<file path="src/rtl/lrh_pkg.sv">
// Shared encodings for the link request handler.
// Assumes the link-side decoder delivers one request code per cycle.
package lrh_pkg;

    typedef enum logic [2:0] {
        LK_WRITE = 3'd0,
        LK_READ  = 3'd1,
        LK_FAIR  = 3'd2,
        LK_PRI   = 3'd3,
        LK_ISO   = 3'd4,
        LK_IMM   = 3'd5
    } link_kind_e;

    typedef enum logic [1:0] {
        BK_FAIR = 2'd0,
        BK_PRI  = 2'd1,
        BK_ISO  = 2'd2,
        BK_IMM  = 2'd3
    } bus_kind_e;

endpackage

</file>
<file path="src/rtl/lrh_regfile.sv">
// PHY register file: 2**ADDR_W registers of DATA_W bits.
// Register 0 keeps the physical ID in its top PHYID_W bits; only the self-ID
// load writes that field, link writes reach the low bits only.
// Assumes at most one link write per cycle; reads are combinational.
module lrh_regfile #(
    parameter int ADDR_W  = 4,
    parameter int DATA_W  = 8,
    parameter int PHYID_W = 6
) (
    input  logic              clk,
    input  logic              rst_n,
    input  logic              wr_en,
    input  logic [ADDR_W-1:0] wr_addr,
    input  logic [DATA_W-1:0] wr_data,
    input  logic              id_load,
    input  logic [PHYID_W-1:0] id_value,
    input  logic [ADDR_W-1:0] rd_addr,
    output logic [DATA_W-1:0] rd_data
);

    localparam int NREG  = 1 << ADDR_W;
    localparam int LOW_W = DATA_W - PHYID_W;

    logic [DATA_W-1:0] regs [NREG];

    genvar g;
    generate
        for (g = 0; g < NREG; g++) begin : g_reg
            logic [DATA_W-1:0] q;
            logic [DATA_W-1:0] q_nxt;
            logic              hit;

            assign hit = wr_en && (wr_addr == ADDR_W'(g));

            if (g == 0) begin : g_id
                // Merge the link write into the low bits and the self-ID into the field.
                always_comb begin
                    q_nxt = q;
                    if (hit)
                        q_nxt[LOW_W-1:0] = wr_data[LOW_W-1:0];
                    if (id_load)
                        q_nxt[DATA_W-1:LOW_W] = id_value;
                end
            end else begin : g_plain
                // Plain register: take the whole write word.
                always_comb begin
                    q_nxt = hit ? wr_data : q;
                end
            end

            // Hold the register contents, cleared by reset.
            always_ff @(posedge clk) begin
                if (!rst_n)
                    q <= '0;
                else
                    q <= q_nxt;
            end

            assign regs[g] = q;
        end
    endgenerate

    assign rd_data = regs[rd_addr];

    AST_WR_LANDS: assert property (@(posedge clk) disable iff (!rst_n)
        (wr_en && wr_addr != '0) |=> regs[$past(wr_addr)] == $past(wr_data));

    AST_ID_FIELD_RO: assert property (@(posedge clk) disable iff (!rst_n)
        (wr_en && wr_addr == '0 && !id_load) |=>
            $stable(regs[0][DATA_W-1:LOW_W]));

endmodule

</file>
<file path="src/rtl/lrh_readrsp.sv">
// Read response stage: captures the register address and data when a read is
// accepted and offers them on a valid/ready port until taken.
// Assumes the status serializer may stall with rsp_ready low for any time.
module lrh_readrsp #(
    parameter int ADDR_W = 4,
    parameter int DATA_W = 8
) (
    input  logic              clk,
    input  logic              rst_n,
    input  logic              rd_req,
    input  logic [ADDR_W-1:0] rd_addr,
    input  logic [DATA_W-1:0] rd_data,
    input  logic              rsp_ready,
    output logic              rsp_valid,
    output logic [ADDR_W-1:0] rsp_addr,
    output logic [DATA_W-1:0] rsp_data,
    output logic              proto_err
);

    // Capture a read when idle, retire it on handshake, flag overlapping reads.
    always_ff @(posedge clk) begin
        if (!rst_n) begin
            rsp_valid <= 1'b0;
            rsp_addr  <= '0;
            rsp_data  <= '0;
            proto_err <= 1'b0;
        end else begin
            proto_err <= rd_req && rsp_valid;
            if (rsp_valid) begin
                if (rsp_ready)
                    rsp_valid <= 1'b0;
            end else if (rd_req) begin
                rsp_valid <= 1'b1;
                rsp_addr  <= rd_addr;
                rsp_data  <= rd_data;
            end
        end
    end

    AST_RSP_HOLD: assert property (@(posedge clk) disable iff (!rst_n)
        (rsp_valid && !rsp_ready) |=>
            (rsp_valid && $stable(rsp_data) && $stable(rsp_addr)));

    AST_RSP_RISE: assert property (@(posedge clk) disable iff (!rst_n)
        (rd_req && !rsp_valid) |=> (rsp_valid && rsp_addr == $past(rd_addr)));

    AST_OVERLAP_KEEP: assert property (@(posedge clk) disable iff (!rst_n)
        (rd_req && rsp_valid) |=> ($stable(rsp_addr) && proto_err));

endmodule

</file>
<file path="src/rtl/lrh_busreq.sv">
// Pending bus request holder with per-kind cancellation and the
// accelerated-arbitration flag.
// Assumes cancel events and a bus reset are single-cycle pulses.
module lrh_busreq
    import lrh_pkg::*;
(
    input  logic      clk,
    input  logic      rst_n,
    input  logic      bus_req,
    input  bus_kind_e bus_kind,
    input  logic      ev_pkt_rx,
    input  logic      ev_pkt_tx,
    input  logic      ev_subgap,
    input  logic      ev_bus_reset,
    output logic      pend_valid,
    output bus_kind_e pend_kind,
    output logic      accel_on
);

    logic gap_kills;
    logic cancel;
    logic take;

    // Decide whether the pending request is cancelled this cycle.
    always_comb begin
        gap_kills = ev_subgap && (pend_kind == BK_ISO || pend_kind == BK_IMM);
        cancel    = pend_valid && (ev_pkt_rx || ev_pkt_tx || gap_kills);
        take      = !pend_valid && bus_req && !ev_bus_reset;
    end

    // Hold, cancel or accept the single pending request.
    always_ff @(posedge clk) begin
        if (!rst_n) begin
            pend_valid <= 1'b0;
            pend_kind  <= BK_FAIR;
        end else if (ev_bus_reset || cancel) begin
            pend_valid <= 1'b0;
        end else if (take) begin
            pend_valid <= 1'b1;
            pend_kind  <= bus_kind;
        end
    end

    // Accelerated arbitration follows an accepted isochronous request.
    always_ff @(posedge clk) begin
        if (!rst_n)
            accel_on <= 1'b0;
        else if (ev_bus_reset || cancel)
            accel_on <= 1'b0;
        else if (take && bus_kind == BK_ISO)
            accel_on <= 1'b1;
    end

    AST_ACCEPT: assert property (@(posedge clk) disable iff (!rst_n)
        (!pend_valid && bus_req && !ev_bus_reset) |=>
            (pend_valid && pend_kind == $past(bus_kind)));

    AST_NO_REPLACE: assert property (@(posedge clk) disable iff (!rst_n)
        (pend_valid && bus_req) |=> $stable(pend_kind));

    AST_PKT_CANCEL: assert property (@(posedge clk) disable iff (!rst_n)
        (pend_valid && (ev_pkt_rx || ev_pkt_tx)) |=> !pend_valid);

    AST_GAP_KEEPS_FAIR_PRI: assert property (@(posedge clk) disable iff (!rst_n)
        (pend_valid && (pend_kind == BK_FAIR || pend_kind == BK_PRI) && ev_subgap
         && !ev_pkt_rx && !ev_pkt_tx && !ev_bus_reset) |=> pend_valid);

    AST_BRST_CLEAR: assert property (@(posedge clk) disable iff (!rst_n)
        ev_bus_reset |=> (!pend_valid && !accel_on));

    AST_ACCEL_ISO: assert property (@(posedge clk) disable iff (!rst_n)
        accel_on |-> (pend_valid && pend_kind == BK_ISO));

endmodule

</file>
<file path="src/rtl/link_req_handler.sv">
// Link request handler top: decodes the request code and steers it to the
// register file, the read response stage or the bus request holder.
// Assumes req_kind is meaningful only while req_valid is high.
module link_req_handler
    import lrh_pkg::*;
#(
    parameter int ADDR_W  = 4,
    parameter int DATA_W  = 8,
    parameter int PHYID_W = 6
) (
    input  logic               clk,
    input  logic               rst_n,
    input  logic               req_valid,
    input  logic [2:0]         req_kind,
    input  logic [ADDR_W-1:0]  req_addr,
    input  logic [DATA_W-1:0]  req_data,
    input  logic               ev_pkt_rx,
    input  logic               ev_pkt_tx,
    input  logic               ev_subgap,
    input  logic               ev_bus_reset,
    input  logic               selfid_load,
    input  logic [PHYID_W-1:0] selfid_id,
    input  logic               rsp_ready,
    output logic               rsp_valid,
    output logic [ADDR_W-1:0]  rsp_addr,
    output logic [DATA_W-1:0]  rsp_data,
    output logic               proto_err,
    output logic               pend_valid,
    output logic [1:0]         pend_kind,
    output logic               accel_on
);

    logic              wr_en;
    logic              rd_req;
    logic              bus_req;
    bus_kind_e         bus_kind;
    bus_kind_e         pend_kind_e;
    logic [DATA_W-1:0] rd_data;

    // Decode the request code into one strobe per consumer.
    always_comb begin
        wr_en    = 1'b0;
        rd_req   = 1'b0;
        bus_req  = 1'b0;
        bus_kind = BK_FAIR;
        if (req_valid) begin
            case (req_kind)
                LK_WRITE: wr_en = 1'b1;
                LK_READ:  rd_req = 1'b1;
                LK_FAIR:  begin bus_req = 1'b1; bus_kind = BK_FAIR; end
                LK_PRI:   begin bus_req = 1'b1; bus_kind = BK_PRI;  end
                LK_ISO:   begin bus_req = 1'b1; bus_kind = BK_ISO;  end
                LK_IMM:   begin bus_req = 1'b1; bus_kind = BK_IMM;  end
                default:  ;
            endcase
        end
    end

    lrh_regfile #(
        .ADDR_W  (ADDR_W),
        .DATA_W  (DATA_W),
        .PHYID_W (PHYID_W)
    ) u_regs (
        .clk      (clk),
        .rst_n    (rst_n),
        .wr_en    (wr_en),
        .wr_addr  (req_addr),
        .wr_data  (req_data),
        .id_load  (selfid_load),
        .id_value (selfid_id),
        .rd_addr  (req_addr),
        .rd_data  (rd_data)
    );

    lrh_readrsp #(
        .ADDR_W (ADDR_W),
        .DATA_W (DATA_W)
    ) u_rsp (
        .clk       (clk),
        .rst_n     (rst_n),
        .rd_req    (rd_req),
        .rd_addr   (req_addr),
        .rd_data   (rd_data),
        .rsp_ready (rsp_ready),
        .rsp_valid (rsp_valid),
        .rsp_addr  (rsp_addr),
        .rsp_data  (rsp_data),
        .proto_err (proto_err)
    );

    lrh_busreq u_bus (
        .clk          (clk),
        .rst_n        (rst_n),
        .bus_req      (bus_req),
        .bus_kind     (bus_kind),
        .ev_pkt_rx    (ev_pkt_rx),
        .ev_pkt_tx    (ev_pkt_tx),
        .ev_subgap    (ev_subgap),
        .ev_bus_reset (ev_bus_reset),
        .pend_valid   (pend_valid),
        .pend_kind    (pend_kind_e),
        .accel_on     (accel_on)
    );

    assign pend_kind = pend_kind_e;

    AST_ODD_CODE_IDLE: assert property (@(posedge clk) disable iff (!rst_n)
        (req_valid && req_kind > 3'd5 && !pend_valid && !rsp_valid) |=>
            (!pend_valid && !rsp_valid));

endmodule

</file>
<file path="config.mk">
export PLATFORM = sky130hd
export DESIGN_NAME = link_req_handler
export DESIGN_NICKNAME = d
export VERILOG_FILES = /design/src/rtl/lrh_pkg.sv /design/src/rtl/lrh_regfile.sv /design/src/rtl/lrh_readrsp.sv /design/src/rtl/lrh_busreq.sv /design/src/rtl/link_req_handler.sv
export SDC_FILE = /design/constraint.sdc
export NUM_CORES = 1
export LEC_CHECK = 0
export ABC_AREA = 1
export ABC_CLOCK_PERIOD_IN_PS = 1700
export BUFFER_PORTS_ARGS = -buffer_cell sky130_fd_sc_hd__buf_2
export CORE_ASPECT_RATIO = 1.1
export CORE_MARGIN = 2
export CORE_UTILIZATION = 60
export DETAILED_ROUTE_END_ITERATION = 10
export PLACE_DENSITY_LB_ADDON = 0.3
export SYNTH_ARGS = -nofsm -noshare
export SYNTH_HDL_FRONTEND = slang
export SYNTH_SLANG_ARGS = --single-unit
</file>
<file path="constraint.sdc">
create_clock -name clk -period 1.7 [get_ports clk]
set_input_delay 0.255 -clock clk [delete_from_list [all_inputs] [get_ports clk]]
set_output_delay 0.255 -clock clk [all_outputs]
set_load 0.02 [all_outputs]
</file>
==> impl_metrics.tcl, run 1 <==
set metrics [dict create \
    status "finished clean" \
    final_area_um2 7616 \
    wire_per_inst_um 14.95 \
    r2r_start "u_regs.g_reg[1].q[2]" \
    grt_pass1_wl_mm 29.24 \
    post_cts_resized 0 \
    crit_start "req_kind[1]" \
    slowest_stage "nor2_4" \
    async_reset_ff_share_pct 0 \
    die_y_um 114.5 \
    hold_buffers 0 \
    tns_ns 0 \
    io_buffers 47 \
    diodes 0 \
    via_per_inst 5.443 \
    syn_area_um2 6663 \
    ys.flop_type "dfxtp_1" \
    timing.fmax_mhz 798.8 \
    drv_cap 0 \
    core-area_um2 10860 \
    die_w_um 104.5 \
    cp-end-kind "flip-flop" \
    critPathMaxStageDelay_ns 0.30 \
    drc_errors 0 \
    setup_ws_ns 0.4481 \
    grt_usage_pct 30.99 \
    place_area_um2 6999 \
    drt_iter0_drc 544 \
    synth_nets 1045 \
    finalCritPeriodShare_pct 73.64 \
    max_slew_margin_pct 67.36 \
    cp-start-kind "input pin" \
    vias 6543 \
    post_synth_num_cell_types 24 \
    antenna_found_initial 0 \
    grt_overflow_total 0 \
    clockBufferDepth 2 \
    crit_arrival_ns 1.56 \
    stdcell_count 1202 \
    final.setup_skew_ns 0.007112 \
    dp_hpwl_mm 11.35 \
    cts_root_buffer "clkbuf_16" \
    cts_tree "done" \
    ant_nets 0 \
    ys_seq_area_share_pct 43.87 \
    crit_chain "buf_2, nor2_2, nand3_4, nor2_4, nand2_1, o21ai_0, nor2_1" \
    dp.cells 1171 \
    hold_slack_ns 0.02525 \
    crit_type "input pin to flip-flop" \
    syn_to_final_growth_pct 14.31 \
    cts_buffers 17 \
    syn_inst 1015 \
    ioPinCount 48 \
    row_count 40 \
    synth_fa_ha_area_share_pct 0 \
    hp-class "input pin to flip-flop" \
    required_ns 2.01 \
    wl_mm 17.97 \
    die-area_um2 11960 \
    maxSlewViolCount 0 \
    nets 1073 \
    p_per_area_nw_per_um2 1037 \
    first_pass_iters 6 \
    synth_top_family_by_area "simple AND/OR/NAND/NOR gates" \
    hold_viol 0 \
    post_cts_buffers 0 \
    clock-sinks 146 \
    path_max_fanout 9 \
    multi_input_area_um2 3236 \
    synth_warnings 0 \
    initial_core_util_pct 61.35 \
    synth_edf_count 0 \
    drive_above_1_share_pct 12.23 \
    avgSynthCellArea_um2 6.564 \
    synth-compound-area-share_pct 18.03 \
    gp_congestion 0.9302 \
    grt_max_degree 86 \
    ir_drop_uv 647.7 \
    htreeDepth 4 \
    synth-xor-area-share_pct 0 \
    setup_viol 0 \
    post-route-min-period_ns 1.252 \
    regArea_um2 2923 \
    dp_slack_ns 0.09470 \
    clk_pin_slew_ns 0.06 \
    rsz0062_at_grt "false" \
    tightest_slew_ns 0.4896 \
    synth-simple-area-share_pct 30.54 \
    ys_seq_elements 146 \
    n_fill_cell 912 \
    leakagePower_uw 0.003275 \
    insertion_delay_ns 0.42 \
    hp-start "rsp_ready" \
    synth_mux_area_share_pct 0 \
    grt_pass1_vias 5987 \
]
==> layout make-up <==
type	count	share of cell area [%]
inverter	58	2.875
clock inverter	11	2.103
clock buffer	20	5.996
sequential	146	38.38
multi-input combinational	753	42.48
timing repair buffer	67	5.750
tap	147	2.415
==> state kept, by name, summed over array words and instances, names as in the netlist <==
register and count:
u_bus.pend_valid 1, u_rsp.proto_err 1, u_rsp.rsp_data 8, u_bus.accel_on 1, u_rsp.rsp_valid 1, u_rsp.rsp_addr 4
u_regs.g.q 128, u_bus.pend_kind 2
==> metal layers <==
layer | track usage [%] | vias to the layer above | wire length, um
met1 | 38.27 | 2948 | 7447
met4 | 11.62 | 0 | 556
li1 | - | 3271 | -
met3 | 6.830 | 54 | 1254
met5 | 0 | - | 0
met2 | 53.20 | 270 | 8711
==> cell families after synthesis <==
logic type             Yosys count
AND/OR/NAND/NOR                513
flip-flops                     146
buffers and inverters          116
AO/OA/AOI/OAI                  240
==> cells in the mapped netlist, types with 2 or more instances <==
cell | count | share of area, %
a21oi_1 | 81 | 6.1
buf_1 | 5 | 0.28
buf_2 | 15 | 1.1
buf_4 | 9 | 1.0
buf_6 | 2 | 0.34
clkbuf_1 | 27 | 1.5
dfxtp_1 | 146 | 44
inv_1 | 46 | 2.6
inv_2 | 11 | 0.62
nand2_1 | 287 | 16
nand2_2 | 12 | 1.1
nand3_1 | 9 | 0.68
nor2_1 | 194 | 11
nor2_2 | 3 | 0.28
nor2_4 | 2 | 0.34
o21ai_0 | 140 | 11
o21ai_1 | 19 | 1.4
==> final timing paths <==
| path | end | slack, ns | depth (start not counted) |
|---|---|---|---|
| hold reg to reg | u_bus.accel_on | 0.44 | 2 |
| setup / recovery | u_regs.g_reg[1].q[5] | 0.45 | 7 |
| setup reg to reg | u_rsp.rsp_data[2] | 0.63 | 8 |
| hold / removal | u_rsp.rsp_valid | 0.03 | 2 |
==> metrics by stage <==
stage / util (%) / power [uW]
detailed placement: 64.45 / 4048
CTS: 70.13 / 7901
global route: 70.13 / 8126
finish: 70.13 / 7897
global placement: 64.45 / 4042
floorplan: - / 3864
==> where the power goes <==
part	leakage (uW)	switching, uW	total (uW)	internal [uW]
Clock	0.000301	1400	3910	2510
Sequential	0.00118	15.3	3470	3460
Combinational	0.00179	372	513	142
==> cells in the final DEF (no fill, tap or decap), drive strengths merged <==
cell / n
clkbuf: 20
nand4: 1
a21oi: 81
nand3: 10
clkinvlp: 2
nand2: 300
nand3b: 1
clkinv: 6
buf: 67
nor2: 200
inv: 57
dfxtp: 146
o21ai: 159
bufinv: 4
nor3: 1
==> critical path, delay by kind of cell <==
| family | cells | cell delay [ns] |
|---|---|---|
| AND/OR/NAND/NOR | 5 | 0.93 |
| AO/OA/AOI/OAI | 1 | 0.26 |
| buffers and inverters | 1 | 0.12 |
(Power assumes the default switching activity.)
==> inputs of run 2 (changes only) <==
--- a/config.mk
+++ b/config.mk
@@ -5,12 +5,12 @@
 export SDC_FILE = /design/constraint.sdc
 export NUM_CORES = 1
 export LEC_CHECK = 0
-export ABC_AREA = 1
-export ABC_CLOCK_PERIOD_IN_PS = 1700
+export ABC_AREA = 0
+export ABC_CLOCK_PERIOD_IN_PS = 1100
 export BUFFER_PORTS_ARGS = -buffer_cell sky130_fd_sc_hd__buf_2
 export CORE_ASPECT_RATIO = 1.1
 export CORE_MARGIN = 2
-export CORE_UTILIZATION = 60
+export CORE_UTILIZATION = 54
 export DETAILED_ROUTE_END_ITERATION = 10
 export PLACE_DENSITY_LB_ADDON = 0.3
 export SYNTH_ARGS = -nofsm -noshare
==> constraint.sdc (replaced) <==
create_clock -name clk -period 1.1 [get_ports clk]
set_input_delay 0.165 -clock clk [delete_from_list [all_inputs] [get_ports clk]]
set_output_delay 0.165 -clock clk [all_outputs]
set_load 0.02 [all_outputs]
==> impl_metrics.tcl, run 2 <==
set metrics [dict create \
    finalCritPeriodShare_pct 123.0 \
    io_buffers 47 \
    place_area_um2 7576 \
    grt_usage_pct 25.33 \
    cts_buffers 17 \
    hold_slack_ns 0.009825 \
    die-area_um2 13340 \
    nets 686 \
    ys_seq_elements 146 \
    mostFrequentLayoutCells "dfxtp_1 (134), nor2b_1 (129), mux2i_1 (128), buf_4 (55), mux4_2 (32)" \
    clockBufferDepth 2 \
    reg_top3 "u_regs.g.q x128, u_rsp.rsp_data x8, u_rsp.rsp_addr x4" \
    layout_commonest_cell "dfxtp_1" \
    p_total_uw 12340 \
    vias 4643 \
    final_util_pct 70.19 \
    regMostFlops "u_regs.g.q" \
    ys.flop_type "dfxtp_1" \
    cp-end-kind "flip-flop" \
    path_max_fanout 8 \
    ys_seq_area_share_pct 43.56 \
    hold_buffers 0 \
    post_synth_num_cell_types 31 \
    post-route-min-period_ns 1.353 \
    die_w_um 110.3 \
    syn_to_final_growth_pct 26.42 \
    dp_slack_ns -0.6700 \
    cts_tree "done" \
    die_y_um 120.9 \
    crit_arrival_ns 1.66 \
    cp-start-kind "input pin" \
    ir_drop_uv 1002 \
    yosys-top-cells-count "dfxtp_1 (146), mux2i_1 (144), nor2b_1 (131), mux4_2 (32), clkbuf_1 (27)" \
    ant_nets 0 \
    grt_max_degree 58 \
    initial_core_util_pct 55.52 \
    maxSlewViolCount 0 \
    wire_per_inst_um 19.13 \
    largest_register_ffs 128 \
    clk_pin_slew_ns 0.06 \
    failed_checks "setup timing" \
    drive_above_1_share_pct 32.44 \
    grt_pass1_wl_mm 25.47 \
    yosysTopAreaCell "dfxtp_1" \
    drt_iter0_drc 246 \
    first_pass_iters 5 \
    gp_congestion 0.7762 \
    status "complete, but fails checks" \
    tightest_slew_ns 0.4829 \
    rsz0062_at_grt "true" \
    hold_viol 0 \
    synth_edf_count 0 \
    dp_hpwl_mm 10.04 \
    crit_type "input pin to flip-flop" \
    syn_area_um2 6710 \
    drv_cap 0 \
    antenna_found_initial 0 \
    grt_pass1_vias 4939 \
    synth_warnings 0 \
    setup_ws_ns -0.2525 \
    wl_mm 15.74 \
    cts_root_buffer "clkbuf_16" \
    ioPinCount 48 \
    max_slew_margin_pct 67.80 \
    core-area_um2 12090 \
    row_count 42 \
    diodes 0 \
    via_per_inst 5.642 \
    p_per_area_nw_per_um2 1455 \
    grt_overflow_total 0 \
    htreeDepth 4 \
    setup_viol 112 \
    insertion_delay_ns 0.41 \
    leakagePower_uw 0.003679 \
    yosysMostFrequentCell "dfxtp_1" \
    final.setup_skew_ns 0.008547 \
    timing.fmax_mhz 739.4 \
    clock-sinks 146 \
    synthTopCellsByArea "dfxtp_1 (44%), mux2i_1 (21%), nor2b_1 (12%)" \
    avgSynthCellArea_um2 11.63 \
    final_area_um2 8483 \
    synth_top_area_share_pct 43.56 \
    hp-class "input pin to flip-flop" \
    required_ns 1.41 \
    synth_nets 607 \
    drc_errors 0 \
    syn_inst 577 \
    async_reset_ff_share_pct 0 \
]
==> run 2: cell count changes after synthesis, sizes merged, moves of 5 or more <==
cell / before / now
inv: 57 / 0
o21ai: 159 / 0
nor2b: 0 / 131
nand4b: 0 / 8
nor2: 200 / 4
nor4b: 0 / 5
mux4: 0 / 32
nand2: 300 / 11
buf: 31 / 24
a21oi: 81 / 2
mux2i: 0 / 144
o221ai: 0 / 8
a21boi: 0 / 6
==> run 2: metrics by stage <==
step / setup TNS (ns) / cells
detailed placement: -69.12 / 788
finish: -12.85 / 823
CTS: -18.56 / 822
global route: -19.79 / 823
global placement: -66.71 / 788
floorplan: -23.81 / 577
==> run 2: per-layer routing <==
| metal | vias up | share of wire (%) | global-route usage [%] |
|---|---|---|---|
| li1 | 2213 | - | - |
| met1 | 2284 | 42 | 31.85 |
| met2 | 119 | 51 | 42.02 |
| met3 | 27 | 4.5 | 4.726 |
| met4 | 0 | 2.4 | 11.41 |
| met5 | - | 0 | 0 |
==> run 2: final timing paths <==
| check | slack, ns | startpoint | endpoint | cells past startpoint |
|---|---|---|---|---|
| min | 0.01 | selfid_id[0] | u_regs.g_reg[0].q[2] | 3 |
| max | -0.25 | req_kind[1] | u_regs.g_reg[1].q[0] | 6 |
| max reg2reg | -0.20 | u_regs.g_reg[0].q[4] | u_rsp.rsp_data[4] | 3 |
| min reg2reg | 0.46 | u_rsp.rsp_addr[0] | u_rsp.rsp_addr[0] | 2 |
==> run 2: kinds of logic (layout without fill, tap and decap cells) <==
family,after synthesis,after routing,synth area share [%]
simple gates,184,184,18.31
mux,176,176,32.22
flops,146,146,43.56
buf+inv,51,143,3.561
compound gates,19,19,2.219
xor+xnor,1,1,0.1305
==> run 2: timing repair <==
item | in CTS | in global routing
cloned | 1 | 0
endpoints found under the hold margin | 0 | 0
pin swaps | 6 | 4
buffers inserted | 1 | 2
resized for setup | 37 | 31
setup endpoints to repair | 140 | 143
==> run 2: report_power, final <==
group	leakage (uW)	internal, uW	switching, uW
Sequential	0.00118	5320	22.6
Clock	0.000311	3930	2240
Combinational	0.00218	406	422
Total	0.00368	9650	2690
==> run 2: final cells by class <==
class | count | area [um2]
fillers | 847 | 3603
clock inverters | 12 | 177.7
multi-input cells | 380 | 3712
well taps | 154 | 192.7
clock buffers | 20 | 456.7
flip-flops and latches | 146 | 2940
repair buffers | 111 | 1003
==> run 2: critical path: stages <==
cell	delay [ns]
buf_6	0.09
or4b_4	0.61
nor4b_4	0.33
buf_12	0.18
mux2i_4	0.22
nor2b_1	0.06
==> inputs of run 3 (changes only) <==
==> constraint.sdc (replaced) <==
create_clock -name clk -period 1.1 [get_ports clk]
set_input_delay 0.22 -clock clk [delete_from_list [all_inputs] [get_ports clk]]
set_output_delay 0.22 -clock clk [all_outputs]
set_load 0.02 [all_outputs]
==> impl_metrics.tcl, run 3 (synthesized netlist as in run 2, its figures left out) <==
set metrics [dict create \
    status "complete, but fails checks" \
    failed_checks "setup timing" \
    cp_top_family "simple AND/OR/NAND/NOR gates" \
    ff2ff_path_depth 3 \
    pwr-share-seq_pct 43.4 \
    wl_mm 15.80 \
    wl_met1_mm 6.739 \
    hp-start "selfid_id[3]" \
    setup_ws_ns -0.2888 \
    die_y_um 120.9 \
    crit_type "input pin to flip-flop" \
    mostFrequentLayoutCells "mux2i_1 (129), nor2b_1 (129), dfxtp_1 (122), buf_4 (36)" \
    p_clk_share_pct 49.7 \
    initial_core_util_pct 55.52 \
    timing.fmax_mhz 720.0 \
    cp-end-kind "flip-flop" \
    crit_arrival_ns 1.69 \
    combPwrFrac_pct 6.9 \
    grt_pass1_vias 4970 \
    place_area_um2 7550 \
    wl_met2_mm 8.161 \
    first_pass_iters 4 \
    cts_tree "done" \
    core-area_um2 12090 \
    diodes 0 \
    critPathMaxStageDelay_ns 0.60 \
    worst-path-buf-inv 2 \
    n_fill_cell 815 \
    row_count 42 \
    ff2ff_setup_slack_ns -0.23 \
    r2r-end "u_rsp.rsp_data[3]" \
    cp-start-kind "input pin" \
    swShare_pct 22.08 \
    dr.max_layer_used "met4" \
    p_sw_uw 2720 \
    hp-class "input pin to flip-flop" \
    ir_drop_uv 795.0 \
    leakagePower_uw 0.003717 \
    vias 4664 \
    tightest_slew_ns 0.3720 \
    r2r_start "u_regs.g_reg[2].q[3]" \
    dp.cells 782 \
    stdcell_count 825 \
    antenna_found_initial 0 \
    cts_root_buffer "clkbuf_16" \
    clockBufferDepth 2 \
    drc_errors 0 \
    min_to "u_regs.g_reg[0].q[5]" \
    finalCritPeriodShare_pct 126.3 \
    drive_above_1_share_pct 34.87 \
    grt_usage_pct 25.26 \
    drt_iter0_drc 281 \
    htreeDepth 4 \
    ioPinCount 48 \
    clock-sinks 146 \
    syn_to_final_growth_pct 28.86 \
    path_max_fanout 8 \
    drv_cap 0 \
    cts_buffers 17 \
    max_slew_margin_pct 75.20 \
    crit_chain "buf_6, or4b_4, nor4b_4, buf_12, mux2i_2, nor2b_1" \
    clk_pin_slew_ns 0.06 \
    via_per_inst 5.653 \
    slowest_stage "or4b_4" \
    final_area_um2 8647 \
    p_int_uw 9596 \
    grt_max_degree 64 \
    post-route-min-period_ns 1.389 \
    die-area_um2 13340 \
    largest_register_ffs 128 \
    ant_nets 0 \
    regMostFlops "u_regs.g.q" \
    required_ns 1.40 \
    die_w_um 110.3 \
    rsz0062_at_grt "true" \
    setup_viol 137 \
    grt_pass1_wl_mm 25.27 \
    hold_path_depth 3 \
    wl_met3_um 549 \
    io_buffers 47 \
    gp_congestion 0.7629 \
    maxSlewViolCount 0 \
    reg_top3 "u_regs.g.q x128, u_rsp.rsp_data x8, u_rsp.rsp_addr x4" \
    dp_hpwl_mm 10.19 \
    hold_viol 0 \
    grt_overflow_total 0 \
    final.setup_skew_ns 0.007454 \
    wire_per_inst_um 19.15 \
    p_per_area_nw_per_um2 1424 \
    insertion_delay_ns 0.43 \
    nets 688 \
]
## run 3: worst register-to-register path: stages, from the launching register on
cell and delay, ns:
dfxtp_1 0.34, mux4_2 0.49, mux2i_2 0.23, o221ai_1 0.15
## run 3: timing repair
item                       4_1_cts  5_1_grt
gates cloned                     0        2
pin swaps                        7        8
hold buffers                     0        0
setup buffers                    4        5
setup endpoints to repair      148      156
gates resized for setup         77       25
## run 3: through the flow
step                      hold slack, ns  TNS [ns]  utilization, %  total power [uW]  setup WS, ns
after global placement            0.4406    -72.74           62.46              6207       -0.6660
after global routing             0.06376    -27.04           71.54             12690       -0.3333
final                            0.05613    -19.98           71.54             12320       -0.2888
after floorplan                   0.3607    -30.96               -              5953       -0.4627
after detailed placement          0.4635    -76.80           62.46              6229       -0.7097
after CTS                        0.05227    -16.16           70.03             12310       -0.2937
## run 3: cell type report
| cell class | count | area [um2] | area share (%) |
|---|---|---|---|
| clock inverter | 13 | 185.2 | 2.142 |
| multi-input combinational | 380 | 3735 | 43.19 |
| timing repair buffer | 113 | 1136 | 13.14 |
| sequential | 146 | 2955 | 34.18 |
| clock buffer | 19 | 442.9 | 5.122 |
| tap | 154 | 192.7 | 2.228 |
## run 3: worst max-delay path by stage
stage / end / cells past startpoint / startpoint
2_1_floorplan: u_regs.g_reg[1].q[0] / 5 / req_kind[1]
3_3_place_gp: u_regs.g_reg[2].q[0] / 6 / req_kind[1]
3_5_place_dp: u_regs.g_reg[2].q[5] / 6 / req_kind[1]
4_1_cts: u_regs.g_reg[3].q[7] / 6 / req_kind[1]
5_1_grt: u_regs.g_reg[3].q[7] / 6 / req_kind[0]
6_report: u_regs.g_reg[3].q[7] / 6 / req_kind[0]
## run 3: power by group through the flow
stage | Sequential (uW) | Clock (uW) | Combinational [uW]
finish | 5340 | 6120 | 853
global route | 5340 | 6440 | 906
CTS | 5340 | 6160 | 816
detailed placement | 5460 | 0 | 773
global placement | 5450 | 0 | 753
floorplan | 5460 | 0 | 490
## run 3: metal layers
layer	global-route usage, %	vias to the layer above
met4	11.41	0
li1	-	2213
met3	4.458	30
met1	30.37	2324
met5	0	-
met2	43.60	97
